==> src/rtl/dcyc_pkg.sv <==
package dcyc_pkg;

  typedef enum logic [2:0] {
    OP_NONE,
    OP_NV_WR,
    OP_NV_RD,
    OP_VOL_WR,
    OP_VOL_RD,
    OP_RST_NV
  } dcyc_op_e;

  typedef enum logic {
    SRC_NV  = 1'b0,
    SRC_VOL = 1'b1
  } dcyc_src_e;

endpackage

==> src/rtl/dcyc_cmd_decode.sv <==
module dcyc_cmd_decode
  import dcyc_pkg::*;
#(
  parameter int                 CMD_W     = 8,
  parameter logic [CMD_W-1:0]   CMD_NV_WR = 8'hB1,
  parameter logic [CMD_W-1:0]   CMD_NV_RD = 8'hB5,
  parameter logic [CMD_W-1:0]   CMD_VL_WR = 8'h81,
  parameter logic [CMD_W-1:0]   CMD_VL_RD = 8'h85,
  parameter logic [CMD_W-1:0]   CMD_RSTNV = 8'h99
) (
  input  logic [CMD_W-1:0] cmd_i,
  output dcyc_op_e         op_o
);

  always_comb begin
    op_o = OP_NONE;
    if      (cmd_i == CMD_NV_WR) op_o = OP_NV_WR;
    else if (cmd_i == CMD_NV_RD) op_o = OP_NV_RD;
    else if (cmd_i == CMD_VL_WR) op_o = OP_VOL_WR;
    else if (cmd_i == CMD_VL_RD) op_o = OP_VOL_RD;
    else if (cmd_i == CMD_RSTNV) op_o = OP_RST_NV;
  end

endmodule

==> src/rtl/dcyc_capture.sv <==
module dcyc_capture
  import dcyc_pkg::*;
#(
  parameter int DATA_W     = 8,
  parameter int CNT_W      = 4,
  parameter int DEFAULT_DC = 10,
  parameter int MAX_DC     = 14
) (
  input  logic              clk_i,
  input  logic              rst_ni,
  input  logic              xfer_done_i,
  input  dcyc_op_e          op_i,
  input  logic              wr_valid_i,
  input  logic [DATA_W-1:0] wr_data_i,
  input  logic              rd_valid_i,
  input  logic [DATA_W-1:0] rd_data_i,
  output logic              load_nv_o,
  output logic              load_vol_o,
  output logic [CNT_W-1:0]  value_o
);

  localparam logic [CNT_W-1:0] DEF_L  = CNT_W'(DEFAULT_DC);
  localparam logic [CNT_W-1:0] MAX_L  = CNT_W'(MAX_DC);
  localparam int               LSB_W  = DATA_W - CNT_W;

  function automatic logic [CNT_W-1:0] map_nib(input logic [CNT_W-1:0] n);
    if (n == '0 || n == '1) return DEF_L;
    if (n > MAX_L)          return MAX_L;
    return n;
  endfunction

  logic             taken_q;
  logic [CNT_W-1:0] wr_cnt, rd_cnt;
  logic             unused_lsb;

  assign wr_cnt     = map_nib(wr_data_i[DATA_W-1 -: CNT_W]);
  assign rd_cnt     = map_nib(rd_data_i[DATA_W-1 -: CNT_W]);
  assign unused_lsb = ^{wr_data_i[LSB_W-1:0], rd_data_i[LSB_W-1:0]};

  always_comb begin
    load_nv_o  = 1'b0;
    load_vol_o = 1'b0;
    value_o    = wr_cnt;
    if (!taken_q) begin
      unique case (op_i)
        OP_NV_WR:  load_nv_o  = wr_valid_i;
        OP_VOL_WR: load_vol_o = wr_valid_i;
        OP_NV_RD: begin
          load_nv_o = rd_valid_i;
          value_o   = rd_cnt;
        end
        OP_VOL_RD: begin
          load_vol_o = rd_valid_i;
          value_o    = rd_cnt;
        end
        default: ;
      endcase
    end
  end

  // first-byte flag, cleared at every transfer boundary
  always_ff @(posedge clk_i or negedge rst_ni) begin
    if (!rst_ni)                      taken_q <= 1'b0;
    else if (xfer_done_i)             taken_q <= 1'b0;
    else if (load_nv_o || load_vol_o) taken_q <= 1'b1;
  end

  assert_single_byte_R8: assert property (@(posedge clk_i) disable iff (!rst_ni)
    (load_nv_o || load_vol_o) && !xfer_done_i |=> !(load_nv_o || load_vol_o));

  assert_value_range_R3: assert property (@(posedge clk_i) disable iff (!rst_ni)
    (load_nv_o || load_vol_o) |-> (value_o != '0 && value_o <= MAX_L));

  assert_one_target_R7: assert property (@(posedge clk_i) disable iff (!rst_ni)
    !(load_nv_o && load_vol_o));

endmodule

==> src/rtl/dcyc_shadow.sv <==
module dcyc_shadow #(
  parameter int CNT_W     = 4,
  parameter int RESET_VAL = 10
) (
  input  logic             clk_i,
  input  logic             rst_ni,
  input  logic             load_i,
  input  logic [CNT_W-1:0] value_i,
  output logic [CNT_W-1:0] value_o
);

  always_ff @(posedge clk_i or negedge rst_ni) begin
    if (!rst_ni)     value_o <= CNT_W'(RESET_VAL);
    else if (load_i) value_o <= value_i;
  end

  assert_hold_R9: assert property (@(posedge clk_i) disable iff (!rst_ni)
    !load_i |=> $stable(value_o));

  assert_load_R4: assert property (@(posedge clk_i) disable iff (!rst_ni)
    load_i |=> value_o == $past(value_i));

endmodule

==> src/rtl/dcyc_tracker.sv <==
module dcyc_tracker
  import dcyc_pkg::*;
#(
  parameter int          CMD_W      = 8,
  parameter int          DATA_W     = 8,
  parameter int          CNT_W      = 4,
  parameter int          DEFAULT_DC = 10,
  parameter int          MAX_DC     = 14,
  parameter logic [7:0]  CMD_NV_WR  = 8'hB1,
  parameter logic [7:0]  CMD_NV_RD  = 8'hB5,
  parameter logic [7:0]  CMD_VL_WR  = 8'h81,
  parameter logic [7:0]  CMD_VL_RD  = 8'h85,
  parameter logic [7:0]  CMD_RSTNV  = 8'h99
) (
  input  logic              clk_i,
  input  logic              rst_ni,
  input  logic              xfer_done_i,
  input  logic [CMD_W-1:0]  cmd_i,
  input  logic              wr_valid_i,
  input  logic [DATA_W-1:0] wr_data_i,
  input  logic              rd_valid_i,
  input  logic [DATA_W-1:0] rd_data_i,
  output logic [CNT_W-1:0]  dummy_o
);

  localparam int               N_COPY = 2;
  localparam logic [CNT_W-1:0] MAX_L  = CNT_W'(MAX_DC);

  dcyc_op_e         op;
  dcyc_src_e        src_q;
  logic             load_nv, load_vol;
  logic [CNT_W-1:0] cap_val;
  logic [N_COPY-1:0]            load_vec;
  logic [N_COPY-1:0][CNT_W-1:0] copy_val;

  dcyc_cmd_decode #(
    .CMD_W     (CMD_W),
    .CMD_NV_WR (CMD_W'(CMD_NV_WR)),
    .CMD_NV_RD (CMD_W'(CMD_NV_RD)),
    .CMD_VL_WR (CMD_W'(CMD_VL_WR)),
    .CMD_VL_RD (CMD_W'(CMD_VL_RD)),
    .CMD_RSTNV (CMD_W'(CMD_RSTNV))
  ) i_decode (
    .cmd_i (cmd_i),
    .op_o  (op)
  );

  dcyc_capture #(
    .DATA_W     (DATA_W),
    .CNT_W      (CNT_W),
    .DEFAULT_DC (DEFAULT_DC),
    .MAX_DC     (MAX_DC)
  ) i_capture (
    .clk_i       (clk_i),
    .rst_ni      (rst_ni),
    .xfer_done_i (xfer_done_i),
    .op_i        (op),
    .wr_valid_i  (wr_valid_i),
    .wr_data_i   (wr_data_i),
    .rd_valid_i  (rd_valid_i),
    .rd_data_i   (rd_data_i),
    .load_nv_o   (load_nv),
    .load_vol_o  (load_vol),
    .value_o     (cap_val)
  );

  assign load_vec[SRC_NV]  = load_nv;
  assign load_vec[SRC_VOL] = load_vol;

  for (genvar g = 0; g < N_COPY; g++) begin : g_copy
    dcyc_shadow #(
      .CNT_W     (CNT_W),
      .RESET_VAL (DEFAULT_DC)
    ) i_shadow (
      .clk_i   (clk_i),
      .rst_ni  (rst_ni),
      .load_i  (load_vec[g]),
      .value_i (cap_val),
      .value_o (copy_val[g])
    );
  end

  // source switches only on command completion
  always_ff @(posedge clk_i or negedge rst_ni) begin
    if (!rst_ni) begin
      src_q <= SRC_NV;
    end else if (xfer_done_i) begin
      if (op == OP_VOL_WR)      src_q <= SRC_VOL;
      else if (op == OP_RST_NV) src_q <= SRC_NV;
    end
  end

  assign dummy_o = copy_val[src_q];

  assert_out_range_R2: assert property (@(posedge clk_i) disable iff (!rst_ni)
    dummy_o != '0 && dummy_o <= MAX_L);

  assert_vol_switch_R5: assert property (@(posedge clk_i) disable iff (!rst_ni)
    xfer_done_i && cmd_i == CMD_W'(CMD_VL_WR) |=> dummy_o == copy_val[SRC_VOL]);

  assert_nv_switch_R6: assert property (@(posedge clk_i) disable iff (!rst_ni)
    xfer_done_i && cmd_i == CMD_W'(CMD_RSTNV) |=> dummy_o == copy_val[SRC_NV]);

  assert_src_hold_R9: assert property (@(posedge clk_i) disable iff (!rst_ni)
    !xfer_done_i |=> $stable(src_q));

endmodule

==> config.mk <==
export PLATFORM = sky130hd
export DESIGN_NAME = dcyc_tracker
export DESIGN_NICKNAME = d
export VERILOG_FILES = /design/src/rtl/dcyc_pkg.sv /design/src/rtl/dcyc_cmd_decode.sv /design/src/rtl/dcyc_capture.sv /design/src/rtl/dcyc_shadow.sv /design/src/rtl/dcyc_tracker.sv
export SDC_FILE = /design/constraint.sdc
export NUM_CORES = 1
export LEC_CHECK = 0
export BUFFER_PORTS_ARGS = -buffer_cell sky130_fd_sc_hd__clkbuf_2
export CORE_MARGIN = 5
export CORE_UTILIZATION = 40
export CTS_CLUSTER_DIAMETER = 200
export DETAILED_ROUTE_END_ITERATION = 8
export GPL_TIMING_DRIVEN = 1
export HOLD_SLACK_MARGIN = 0.03
export PLACE_DENSITY = 0.73
export SLEW_MARGIN = 20
export SYNTH_ARGS = -nofsm -noshare
export SYNTH_HDL_FRONTEND = slang
export SYNTH_HIERARCHICAL = 1
export SYNTH_SLANG_ARGS = --single-unit
==> constraint.sdc <==
create_clock -name clk_i -period 1.4 [get_ports clk_i]
set_input_delay 0.28 -clock clk_i [delete_from_list [all_inputs] [get_ports clk_i]]
set_output_delay 0.28 -clock clk_i [all_outputs]
set_load 0.02 [all_outputs]
==> flow_summary.toml <==
[worst_setup_path]
crit_arrival_ps = 2030
rrSetupSlack_ps = 10
worstPathMaxFanout = 4
end_kind = "flop"
critical_path_class = "in2reg"
startpoint_type = "primary input"
cp.required_ps = 1540

[sta]
period_share_pct = 135
slew_viol_final = 0
worstMarginPinSlew_ps = 329
rsz0062_at_grt = "true"
fin_skew_ps = 2.55
setup_slack_ps = -486
tns_ps = -4250
setup_viol = 14
max_freq_ghz = 0.530
hold_violations = 0
period_needed_ps = 1890
relSlewSlack_pct = 78.0

[layout]
nNetsFinal = 146
drive_gt1_share_pct = 66.4
n_antenna_cell = 0
design_area_um2 = 1230
fin_util_pct = 71.9
area_delta_synth_final_pct = 74.4

[detailed_routing]
drc = 0
wl_mm = 2.28
drt-initial-drc-count = 12
viasPerCell = 5.17
num_vias = 729
ant_nets = 0
dr.pass1.iters = 4
wl_per_cell_um = 16.1

[global_routing]
grt_first_pass_wirelength_mm = 3.32
globalRoute.totalOverflow = 0
grt_pass1_vias = 728
antenna_found_initial = 0
use_met2_pct = 28.2
grt_usage_pct = 16.4
top_usage_layer = "met2"
grtUsageMet3_pct = 1.72
met1_usage_pct = 21.8
grt_max_degree = 11

[floorplanning]
std_cell_rows = 15
initial_core_util_pct = 41.2
ioPinCount = 33
core-area_um2 = 1710
die_x_um = 52.0
die_h_um = 52.0
dieArea_um2 = 2700

[synth]
ys_warn_count = 6
syn_inst = 71
synth_nets = 100
ys_ff_latch = 10
syn_area_um2 = 704
yosysSeqAreaShare_pct = 36.2
ys_types = 26
syn_avg_cell_area_um2 = 9.92

[clock_tree]
cts_max_path_buffers = 2
cts_htree_levels = 1
clkSinkCount = 10
clock_latency_ps = 260
cts_buffers = 3
path_clk_slew_ps = 60
root_buffer = "clkbuf_4"
cts_tree = "done"

[placement]
preCtsSetupSlack_ps = -740
post_dp_cell_area_um2 = 963
portBuffers = 24
gp_congestion = 0.775
hpwl_mm = 1.37

[power]
fin_total_pwr_mw = 0.917
p_leak_nw = 0.556
power_density_nw_per_um2 = 746
ir_drop_mv = 0.697

[outcome]
violations = "setup timing"
status = "complete, but fails checks"

[run]
drv_cap = 0

[min_path]
hold_path.class = "in2reg"
-- synthesized netlist by cell type --
master,number,area [µm²]
xnor2_1,1,8.76
nand3_1,4,20.0
and4b_1,1,10.0
clkbuf_2,1,5.00
mux2i_1,4,40.0
a211oi_2,1,12.5
nand2_1,5,18.8
a21oi_1,1,5.00
or3_1,2,12.5
xor2_1,1,8.76
nor3_1,6,30.0
o21a_1,1,7.51
o21ai_0,1,5.00
a31oi_1,1,6.26
nor2_1,6,22.5
nand3b_1,5,37.5
nor2b_1,1,6.26
mux2_2,12,135
dfrtp_1,6,150
nand2b_1,1,6.26
nand4bb_1,1,11.3
nand4_1,1,6.26
dfstp_2,4,105
nand4b_1,1,8.76
o21ba_2,1,10.0
a211oi_1,2,15.0
-- sequential cells by signal, indices dropped and copies added, names as in the netlist --
register / count
i_capture/taken_q: 1
g_copy.i_shadow/value_o: 8
src_q: 1
-- cell families after synthesis --
| family | after synthesis | share of synthesized area (%) |
|---|---|---|
| AO/OA/AOI/OAI | 8 | 8.70 |
| flip-flops | 10 | 36.2 |
| AND/OR/NAND/NOR | 34 | 27.0 |
| XOR/XNOR | 2 | 2.49 |
| multiplexers | 16 | 24.9 |
| buffers and inverters | 1 | 0.710 |
-- metal layers --
metal	part of all wire, %	vias up	routed length (µm)
met5	0	-	0
met4	0.26	0	6
met3	4.2	2	95
met2	52	19	1190
met1	43	349	978
li1	-	359	-
-- cell usage in the layout (no fill, tap or decap), types with 2 or more instances in the layout --
cell | netlist | final
nand2_1 | 5 | 5
buf_6 | 0 | 8
buf_4 | 0 | 11
mux2_4 | 0 | 10
nor3_1 | 6 | 4
clkbuf_4 | 0 | 3
nand3_1 | 4 | 4
dfrtp_1 | 6 | 5
mux2_2 | 12 | 2
clkbuf_2 | 1 | 18
mux2i_2 | 0 | 2
nor2_1 | 6 | 6
mux2i_1 | 4 | 2
buf_8 | 0 | 4
nand3b_1 | 5 | 5
dfstp_2 | 4 | 4
a211oi_2 | 1 | 2
or3_4 | 0 | 2
-- power by group --
part	switching, mW	internal [mW]	leakage (nW)	total [mW]
Clock	0.0927	0.158	0.0210	0.250
Sequential	0.0194	0.334	0.122	0.353
Combinational	0.131	0.182	0.413	0.313
Total	0.243	0.674	0.556	0.917
-- final cells by class --
type | instances | area, µm²
Timing Repair Buffer | 42 | 333
Clock buffer | 4 | 36.3
Sequential cell | 10 | 256
Fill cell | 121 | 479
Multi-Input combinational cell | 60 | 572
Tap cell | 25 | 31.3
-- final timing paths --
path | end | depth (start not counted) | startpoint
setup / recovery | g_copy[0].i_shadow/value_o[2]$_DFFE_PN0P_ | 8 | cmd_i[5]
hold reg to reg | g_copy[1].i_shadow/value_o[2]$_DFFE_PN0P_ | 1 | g_copy[1].i_shadow/value_o[2]$_DFFE_PN0P_
max in group asynchronous | g_copy[1].i_shadow/value_o[1]$_DFFE_PN1P_ | 2 | rst_ni
setup reg to reg | g_copy[0].i_shadow/value_o[2]$_DFFE_PN0P_ | 3 | i_capture/taken_q$_DFFE_PN0P_
hold / removal | i_capture/taken_q$_DFFE_PN0P_ | 2 | xfer_done_i
min in group asynchronous | g_copy[1].i_shadow/value_o[2]$_DFFE_PN0P_ | 2 | rst_ni
-- critical path: stages --
cell	delay (ps)
buf_6	90
or3_4	380
a211oi_4	310
buf_6	150
nand3b_1	110
a211oi_2	210
buf_4	190
mux2_4	300
-- through the flow --
step                std cells  hold WS [ps]
floorplan                  71         -15.6
global route              141           303
detailed placement        130           153
finish                    141           300
CTS                       138           289
global placement          130           147
-- what timing repair did --
action	CTS	global route
hold endpoints to repair	6	0
resized for setup	22	21
endpoints found under the setup margin	13	14
pin swaps	6	2
setup buffers	3	4
hold buffers	1	0
(Power assumes the default switching activity.)
